## src/rtl/fmr_pkg.sv

```systemverilog
package fmr_pkg;
    localparam logic [2:0] CLS_ZERO = 3'd0;
    localparam logic [2:0] CLS_NUM  = 3'd1;
    localparam logic [2:0] CLS_INF  = 3'd2;
    localparam logic [2:0] CLS_QNAN = 3'd3;
    localparam logic [2:0] CLS_SNAN = 3'd4;

    typedef logic [1:0] rank_t;
    localparam rank_t RANK_ZERO = 2'd0;
    localparam rank_t RANK_NUM  = 2'd1;
    localparam rank_t RANK_INF  = 2'd2;
    localparam rank_t RANK_NAN  = 2'd3;
endpackage

```

## src/rtl/fmr_rank.sv

```systemverilog
module fmr_rank
    import fmr_pkg::*;
(
    input  logic [2:0] cls_i,
    output rank_t      rank_o,
    output logic       nan_o,
    output logic       snan_o
);
    always_comb begin
        snan_o = (cls_i == CLS_SNAN);
        unique case (cls_i)
            CLS_ZERO: rank_o = RANK_ZERO;
            CLS_NUM:  rank_o = RANK_NUM;
            CLS_INF:  rank_o = RANK_INF;
            default:  rank_o = RANK_NAN;
        endcase
        nan_o = (rank_o == RANK_NAN);
    end
endmodule

```

## src/rtl/fmr_sort.sv

```systemverilog
module fmr_sort
    import fmr_pkg::*;
(
    input  rank_t rank_a_i,
    input  rank_t rank_b_i,
    output logic  heavy_idx_o,
    output rank_t heavy_rank_o,
    output rank_t light_rank_o
);
    logic swap;
    always_comb begin
        swap         = (rank_a_i > rank_b_i);
        heavy_idx_o  = ~swap;
        heavy_rank_o = swap ? rank_a_i : rank_b_i;
        light_rank_o = swap ? rank_b_i : rank_a_i;
    end
endmodule

```

## src/rtl/fmul_special_resolver.sv

```systemverilog
module fmul_special_resolver
    import fmr_pkg::*;
#(
    parameter int PAY_W = 8
) (
    input  logic             clk,
    input  logic             rst_n,
    input  logic             in_valid,
    input  logic [2:0]       a_cls,
    input  logic             a_sign,
    input  logic [PAY_W-1:0] a_pay,
    input  logic [2:0]       b_cls,
    input  logic             b_sign,
    input  logic [PAY_W-1:0] b_pay,
    output logic             out_valid,
    output logic             out_bypass,
    output logic [2:0]       out_cls,
    output logic             out_sign,
    output logic             out_pick,
    output logic             out_dflt,
    output logic [PAY_W-1:0] out_pay,
    output logic             flag_snan,
    output logic             flag_imz
);
    localparam logic [PAY_W-1:0] DFLT_PAY = {1'b1, {(PAY_W-1){1'b0}}};
    localparam int NOPS = 2;

    typedef struct packed {
        logic             valid;
        logic             bypass;
        logic [2:0]       cls;
        logic             sign;
        logic             pick;
        logic             dflt;
        logic [PAY_W-1:0] pay;
        logic             snan;
        logic             imz;
    } res_t;

    res_t res_d, res_q;

    logic [2:0]       op_cls  [NOPS];
    logic             op_sign [NOPS];
    logic [PAY_W-1:0] op_pay  [NOPS];
    rank_t            op_rank [NOPS];
    logic             op_nan  [NOPS];
    logic             op_snan [NOPS];

    assign op_cls[0]  = a_cls;
    assign op_cls[1]  = b_cls;
    assign op_sign[0] = a_sign;
    assign op_sign[1] = b_sign;
    assign op_pay[0]  = a_pay;
    assign op_pay[1]  = b_pay;

    for (genvar g = 0; g < NOPS; g++) begin : g_rank
        fmr_rank u_rank (
            .cls_i  (op_cls[g]),
            .rank_o (op_rank[g]),
            .nan_o  (op_nan[g]),
            .snan_o (op_snan[g])
        );
    end

    logic  heavy_idx;
    rank_t heavy_rank, light_rank;

    fmr_sort u_sort (
        .rank_a_i     (op_rank[0]),
        .rank_b_i     (op_rank[1]),
        .heavy_idx_o  (heavy_idx),
        .heavy_rank_o (heavy_rank),
        .light_rank_o (light_rank)
    );

    logic sign_x;
    logic nan_pick;
    assign sign_x   = a_sign ^ b_sign;
    assign nan_pick = ~op_nan[0];

    always_comb begin
        res_d = '0;
        if (in_valid) begin
            res_d.valid = 1'b1;
            res_d.snan  = op_snan[0] | op_snan[1];
            if (op_nan[0] || op_nan[1]) begin
                res_d.bypass = 1'b1;
                res_d.pick   = nan_pick;
                res_d.cls    = op_cls[nan_pick];
                res_d.sign   = op_sign[nan_pick];
                res_d.pay    = op_pay[nan_pick];
            end else if (heavy_rank == RANK_INF) begin
                res_d.bypass = 1'b1;
                if (light_rank == RANK_ZERO) begin
                    res_d.cls  = CLS_QNAN;
                    res_d.dflt = 1'b1;
                    res_d.pay  = DFLT_PAY;
                    res_d.imz  = 1'b1;
                end else begin
                    res_d.cls  = CLS_INF;
                    res_d.sign = sign_x;
                    res_d.pick = heavy_idx;
                    res_d.pay  = op_pay[heavy_idx];
                end
            end else if (light_rank == RANK_ZERO) begin
                res_d.bypass = 1'b1;
                res_d.cls    = CLS_ZERO;
                res_d.sign   = sign_x;
                res_d.pick   = ~heavy_idx;
                res_d.pay    = op_pay[~heavy_idx];
            end else begin
                res_d.cls  = CLS_NUM;
                res_d.sign = sign_x;
            end
        end
    end

    always_ff @(posedge clk) begin
        if (!rst_n) res_q <= '0;
        else        res_q <= res_d;
    end

    assign out_valid  = res_q.valid;
    assign out_bypass = res_q.bypass;
    assign out_cls    = res_q.cls;
    assign out_sign   = res_q.sign;
    assign out_pick   = res_q.pick;
    assign out_dflt   = res_q.dflt;
    assign out_pay    = res_q.pay;
    assign flag_snan  = res_q.snan;
    assign flag_imz   = res_q.imz;
endmodule

```

## config.mk

```make
export PLATFORM = sky130hd
export DESIGN_NAME = fmul_special_resolver
export DESIGN_NICKNAME = d
export VERILOG_FILES = /design/src/rtl/fmr_pkg.sv /design/src/rtl/fmr_rank.sv /design/src/rtl/fmr_sort.sv /design/src/rtl/fmul_special_resolver.sv
export SDC_FILE = /design/constraint.sdc
export NUM_CORES = 1
export LEC_CHECK = 0
export ABC_AREA = 1
export BUFFER_PORTS_ARGS = -buffer_cell sky130_fd_sc_hd__buf_4
export CORE_MARGIN = 5
export CORE_UTILIZATION = 43
export CTS_CLUSTER_SIZE = 40
export DETAILED_ROUTE_END_ITERATION = 8
export PLACE_DENSITY = 0.78
export SLEW_MARGIN = 30
export SYNTH_ARGS = -nofsm -noshare
export SYNTH_HDL_FRONTEND = slang
export SYNTH_SLANG_ARGS = --single-unit
```

## constraint.sdc

```tcl
create_clock -name clk -period 2.5 [get_ports clk]
set_input_delay 0.5 -clock clk [delete_from_list [all_inputs] [get_ports clk]]
set_output_delay 0.5 -clock clk [all_outputs]
set_load 0.005 [all_outputs]
```

==> impl_metrics.tcl, run 1 <==
set metrics [dict create \
    drt_iter0_markers 36 \
    grt_max_degree 20 \
    worstSetupStartpointType "primary input" \
    ios 45 \
    path_max_fanout 13 \
    final_nets 280 \
    placed_cell_area_mm2 0.00164 \
    slew_headroom_pct 69.1 \
    h-tree-depth 1 \
    tns_ns 0 \
    cap_violations 0 \
    row_count 19 \
    layout_common_cells "68 x nand2_1, 53 x buf_4, 24 x inv_1, 17 x dfxtp_1, 14 x o21ai_0" \
    startpoint "a_cls[2]" \
    first_pass_iters 4 \
    yosysSeqAreaShare_pct 26.5 \
    finalSetupViolCount 0 \
    die_area_mm2 0.00418 \
    status "completed" \
    dr_total_vias 1341 \
    postSynthAreaPerCell_um2 6.37 \
    cts_setup_buffers 0 \
    critPathSlowestCell "ha_1" \
    min_period_over_period_pct 83.8 \
    wl_per_cell_um 10.5 \
    clkTransAtPathRegs_ns 0.10 \
    timing.fmax_mhz 477 \
    slew_viol_final 0 \
    hold_class "in2reg" \
    grt_pass1_wl_mm 5.06 \
    worst_path_largest_cell_delay_ns 0.30 \
    tightestPinTransition_ns 0.461 \
    grt_pass1_vias 1189 \
    wl_mm 2.96 \
    design.core.area_mm2 0.00281 \
    numCtsBuffers 3 \
    drive_above_1_share_pct 33.6 \
    hold_viol_final 0 \
    synth_area_mm2 0.00129 \
    rsz0062_at_grt "no" \
    ant_nets 0 \
    crit_type "in2reg" \
    grt_usage_pct 14.9 \
    crit_top_cell "nand2_1" \
    p_per_area_mw_per_mm2 453 \
    synth_edf_count 0 \
    die_h_um 64.7 \
    end_kind "flip-flop" \
    global_route.overflow_total 0 \
    clockBufferDepth 2 \
    syn_to_final_growth_pct 29.6 \
    min_from "b_cls[2]" \
    cts_hold_buf 0 \
    path_cells "buf_4, inv_1, nand3_2, ha_1, or2_2, nand2_4, nand2_4, buf_4, inv_2, nand2_1, nand2_1, nand2_1, nand2_1, nand2_1, a21oi_2" \
    final.min_clock_period_ns 2.10 \
    io_buffers 44 \
    synth-async-reset-ratio_pct 0 \
    design_area_mm2 0.00167 \
    fillers 286 \
    syn_nets 231 \
    vias_per_cell 4.77 \
    place_congestion 0.851 \
    final_common_cell "nand2_1" \
    cts_resized 0 \
    cts-root-buf "clkbuf_4" \
    synth_ff_type "dfxtp_1" \
    synth_seq_cells 17 \
    antenna_found_initial 0 \
    start_util_pct 45.9 \
    required_ns 2.74 \
    hpwl_mm 2.30 \
    synth_cell_types 30 \
    yosysWarnings 0 \
    utilization_pct 59.4 \
    power.leakage_nw 0.896 \
    cts_sinks 17 \
    die_w_um 64.7 \
    netlist_instances 202 \
    n_antenna_cell 0 \
    arrival_ns 2.33 \
    cts_tree "yes" \
    ir_drop_v 0.000167 \
    drc 0 \
]
## critical path, delay by kind of cell
family | cells | cell delay, ns
AO/OA/AOI/OAI | 1 | 0.13
adder cells (fa/ha/maj) | 1 | 0.30
buffers and inverters | 4 | 0.54
AND/OR/NAND/NOR | 9 | 0.85
## metrics by stage
step,instances,power (mW),hold slack [ns],setup WS [ns]
final,281,0.755,0.495,0.405
after global routing,281,0.819,0.482,0.261
after CTS,281,0.760,0.484,0.414
after detailed placement,277,0.610,0.803,0.107
after global placement,277,0.607,0.809,0.142
after floorplan,202,0.531,0.643,0.363
## state kept, by name, summed over array words and instances, names as in the netlist
name        cells
out_sign        1
out_valid       1
out_cls         3
out_bypass      1
out_pay         8
flag_imz        1
out_pick        1
flag_snan       1
## cell type report
| type | count | area, µm² | area share [%] |
|---|---|---|---|
| repair buffers | 53 | 398 | 23.9 |
| multi-input cells | 150 | 764 | 45.9 |
| flip-flops and latches | 17 | 340 | 20.4 |
| clock inverters | 1 | 5.00 | 0.300 |
| well taps | 31 | 38.8 | 2.33 |
| inverters | 26 | 97.6 | 5.86 |
| clock buffers | 3 | 22.5 | 1.35 |
## worst paths after layout
| check | cells after the start | slack, ns | end |
|---|---|---|---|
| min | 3 | 0.50 | out_cls[2] |
| max | 15 | 0.40 | out_pay[5] |
## metal layers
layer  GRT usage (%)  up-vias  share of wire, %
met5               0        -                 0
met4            5.80        0               1.6
met3            1.55        4               6.8
met2            23.6       46                44
met1            20.8      557                47
li1                -      734                 -
## cells in the mapped netlist, types with 3 or more instances
cell      n  share of area, %
a21oi_1  12               4.7
nand2_1  68                20
dfxtp_1  17                26
nand2_2   7               3.4
inv_1    24               7.0
o21ai_0  14               5.4
nand3_2   3               2.3
o21ai_1   3               1.2
a21oi_2   8               5.4
nand3_1   6               2.3
nor2_1   12               3.5
o21ai_2   4               2.7
## cells by family after synthesis
| group | count (synthesis) | synth area share [%] |
|---|---|---|
| AND/OR/NAND/NOR | 103 | 35.7 |
| AO/OA/AOI/OAI | 44 | 21.1 |
| buffers and inverters | 35 | 14.1 |
| flip-flops | 17 | 26.5 |
| adder cells (fa/ha/maj) | 2 | 1.95 |
| XOR/XNOR | 1 | 0.681 |
## report_power, final
group          leakage, nW  switching [mW]  internal, mW
combinational        0.739           0.180         0.137
sequential           0.140         0.00357         0.285
clock               0.0177          0.0901        0.0596
total                0.896           0.273         0.481
Note: power is estimated with default switching activity, not from simulation.
==> run 2, diff against run 1 <==
Settings changed: PLACE_DENSITY 0.78 to 0.81.
Clock period 2.5 ns to 1.92 ns, I/O delays scaled along.
==> run 2 against run 1 <==
  * Largest power group unchanged
  * Sequential share of layout area shrank 1.6 points
  * Wire length grew 10%
  * Via count grew 7.8%
  * Critical path type unchanged
==> impl_metrics.tcl, run 2 (same netlist as run 1, synthesis figures left out) <==
set metrics [dict create \
    cts_sinks 17 \
    cts-root-buf "clkbuf_4" \
    end_kind "flip-flop" \
    global_route.overflow_total 0 \
    n_antenna_cell 0 \
    io_buffers 44 \
    start_util_pct 45.9 \
    grt_usage_pct 16.5 \
    rsz0062_at_grt "no" \
    netSwitchingPower_mw 0.373 \
    antenna_found_initial 0 \
    ant_nets 0 \
    fillers 244 \
    hold_end "flag_snan" \
    internal_power_mw 0.666 \
    critPathBufInv 3 \
    design.core.area_mm2 0.00281 \
    utilization_pct 64.4 \
    wl_per_cell_um 11.0 \
    hold_viol_final 0 \
    syn_to_final_growth_pct 40.5 \
    min_from "b_cls[0]" \
    arrival_ns 1.97 \
    h-tree-depth 1 \
    cts_setup_buffers 0 \
    vias_per_cell 4.90 \
    finalSetupViolCount 0 \
    grt_max_degree 24 \
    power.share.sequential_pct 36.2 \
    largest_reg_flops 8 \
    die_h_um 64.7 \
    cts_tree "yes" \
    min_period_over_period_pct 93.6 \
    numCtsBuffers 3 \
    grt_pass1_vias 1343 \
    ir_drop_v 0.000226 \
    ff_latch_area_um2 340 \
    timing.fmax_mhz 556 \
    comb_power_share_pct 45.3 \
    path_cells "buf_4, inv_1, nand2_2, nand3_2, ha_4, or2_4, nand2_4, nand2_4, buf_12, o21ai_0, nand2_1, nand2_1, nor2_1, nor2_1, nor2_1" \
    grt_pass1_wl_mm 5.64 \
    wl_mm 3.26 \
    row_count 19 \
    switching_share_pct 35.9 \
    hpwl_mm 2.67 \
    worstSetupStartpointType "primary input" \
    required_ns 2.09 \
    ios 45 \
    place_congestion 0.831 \
    final_common_cell "nand2_1" \
    cap_violations 0 \
    clockBufferDepth 2 \
    p_per_area_mw_per_mm2 575 \
    cts_resized 0 \
    power.leakage_nw 0.969 \
    drc 0 \
    slew_viol_final 0 \
    final.min_clock_period_ns 1.80 \
    drt_iter0_markers 66 \
    fin_total_pwr_mw 1.04 \
    final_nets 294 \
    first_pass_iters 6 \
    layout_common_cells "68 x nand2_1, 66 x buf_4, 23 x inv_1, 17 x dfxtp_1, 13 x o21ai_0" \
    critPathSlowestCell "ha_4" \
    tightestPinTransition_ns 0.506 \
    die_area_mm2 0.00418 \
    slew_headroom_pct 66.2 \
    status "completed" \
    drive_above_1_share_pct 37.9 \
    dr_total_vias 1446 \
    hold_class "in2reg" \
    path_max_fanout 23 \
    die_w_um 64.7 \
    hold_path_depth 4 \
    path_delay_family "simple AND/OR/NAND/NOR gates" \
    clkTransAtPathRegs_ns 0.10 \
    p_clk_share_pct 18.5 \
    crit_top_cell "nor2_1" \
    crit_type "in2reg" \
    worst_path_largest_cell_delay_ns 0.25 \
    multi_input_area_um2 785 \
    cts_hold_buf 0 \
]
-- run 2: layout make-up --
type                       count  share of cell area (%)
multi-input combinational    150                    43.4
timing repair buffer          67                    28.5
tap                           31                    2.15
clock inverter                 1                   0.277
inverter                      26                    5.54
sequential                    17                    18.8
clock buffer                   3                    1.25
-- run 2: routing by layer --
metal  wire, µm  vias to the layer above  part of all wire [%]  GRT usage [%]
li1           -                      766                     -              -
met5          0                        -                     0              0
met3        165                        4                   5.1           1.73
met2       1570                       41                    48           28.1
met4         40                        0                   1.2           6.07
met1       1480                      635                    45           21.5
-- run 2: power by group through the flow --
stage	registers (mW)	logic [mW]	clock network [mW]
3_5_place_dp	0.385	0.465	0
6_report	0.376	0.471	0.192
4_1_cts	0.376	0.468	0.191
3_3_place_gp	0.385	0.456	0
5_1_grt	0.379	0.527	0.213
2_1_floorplan	0.387	0.310	0
-- run 2: how the worst max path moves through the flow --
stage	start	endpoint	slack [ns]	depth (start not counted)
2_1_floorplan	b_cls[0]	out_pay[5]	0.008	13
3_3_place_gp	a_cls[0]	out_pay[7]	-0.13	14
3_5_place_dp	a_cls[0]	out_pay[7]	-0.20	15
6_report	a_cls[0]	out_pay[7]	0.12	15
5_1_grt	a_cls[0]	out_pay[7]	0.002	16
4_1_cts	a_cls[0]	out_pay[7]	0.12	15
-- run 2: worst min-delay path: cells and delay by family --
kind | cells | cell delay, ns
buf+inv | 2 | 0.13
simple gates | 1 | 0.06
compound gates | 1 | 0.06
-- run 2: stage by stage --
step                worst slack (ns)  area [µm²]  setup TNS, ns  hold WS [ns]  instances
finish                         0.123        1810              0         0.389        295
global route                 0.00157        1810              0         0.375        295
CTS                            0.117        1800              0         0.386        295
detailed placement            -0.196        1780          -1.38         0.698        291
global placement              -0.130        1780         -0.840         0.693        291
floorplan                    0.00801        1310              0         0.527        202
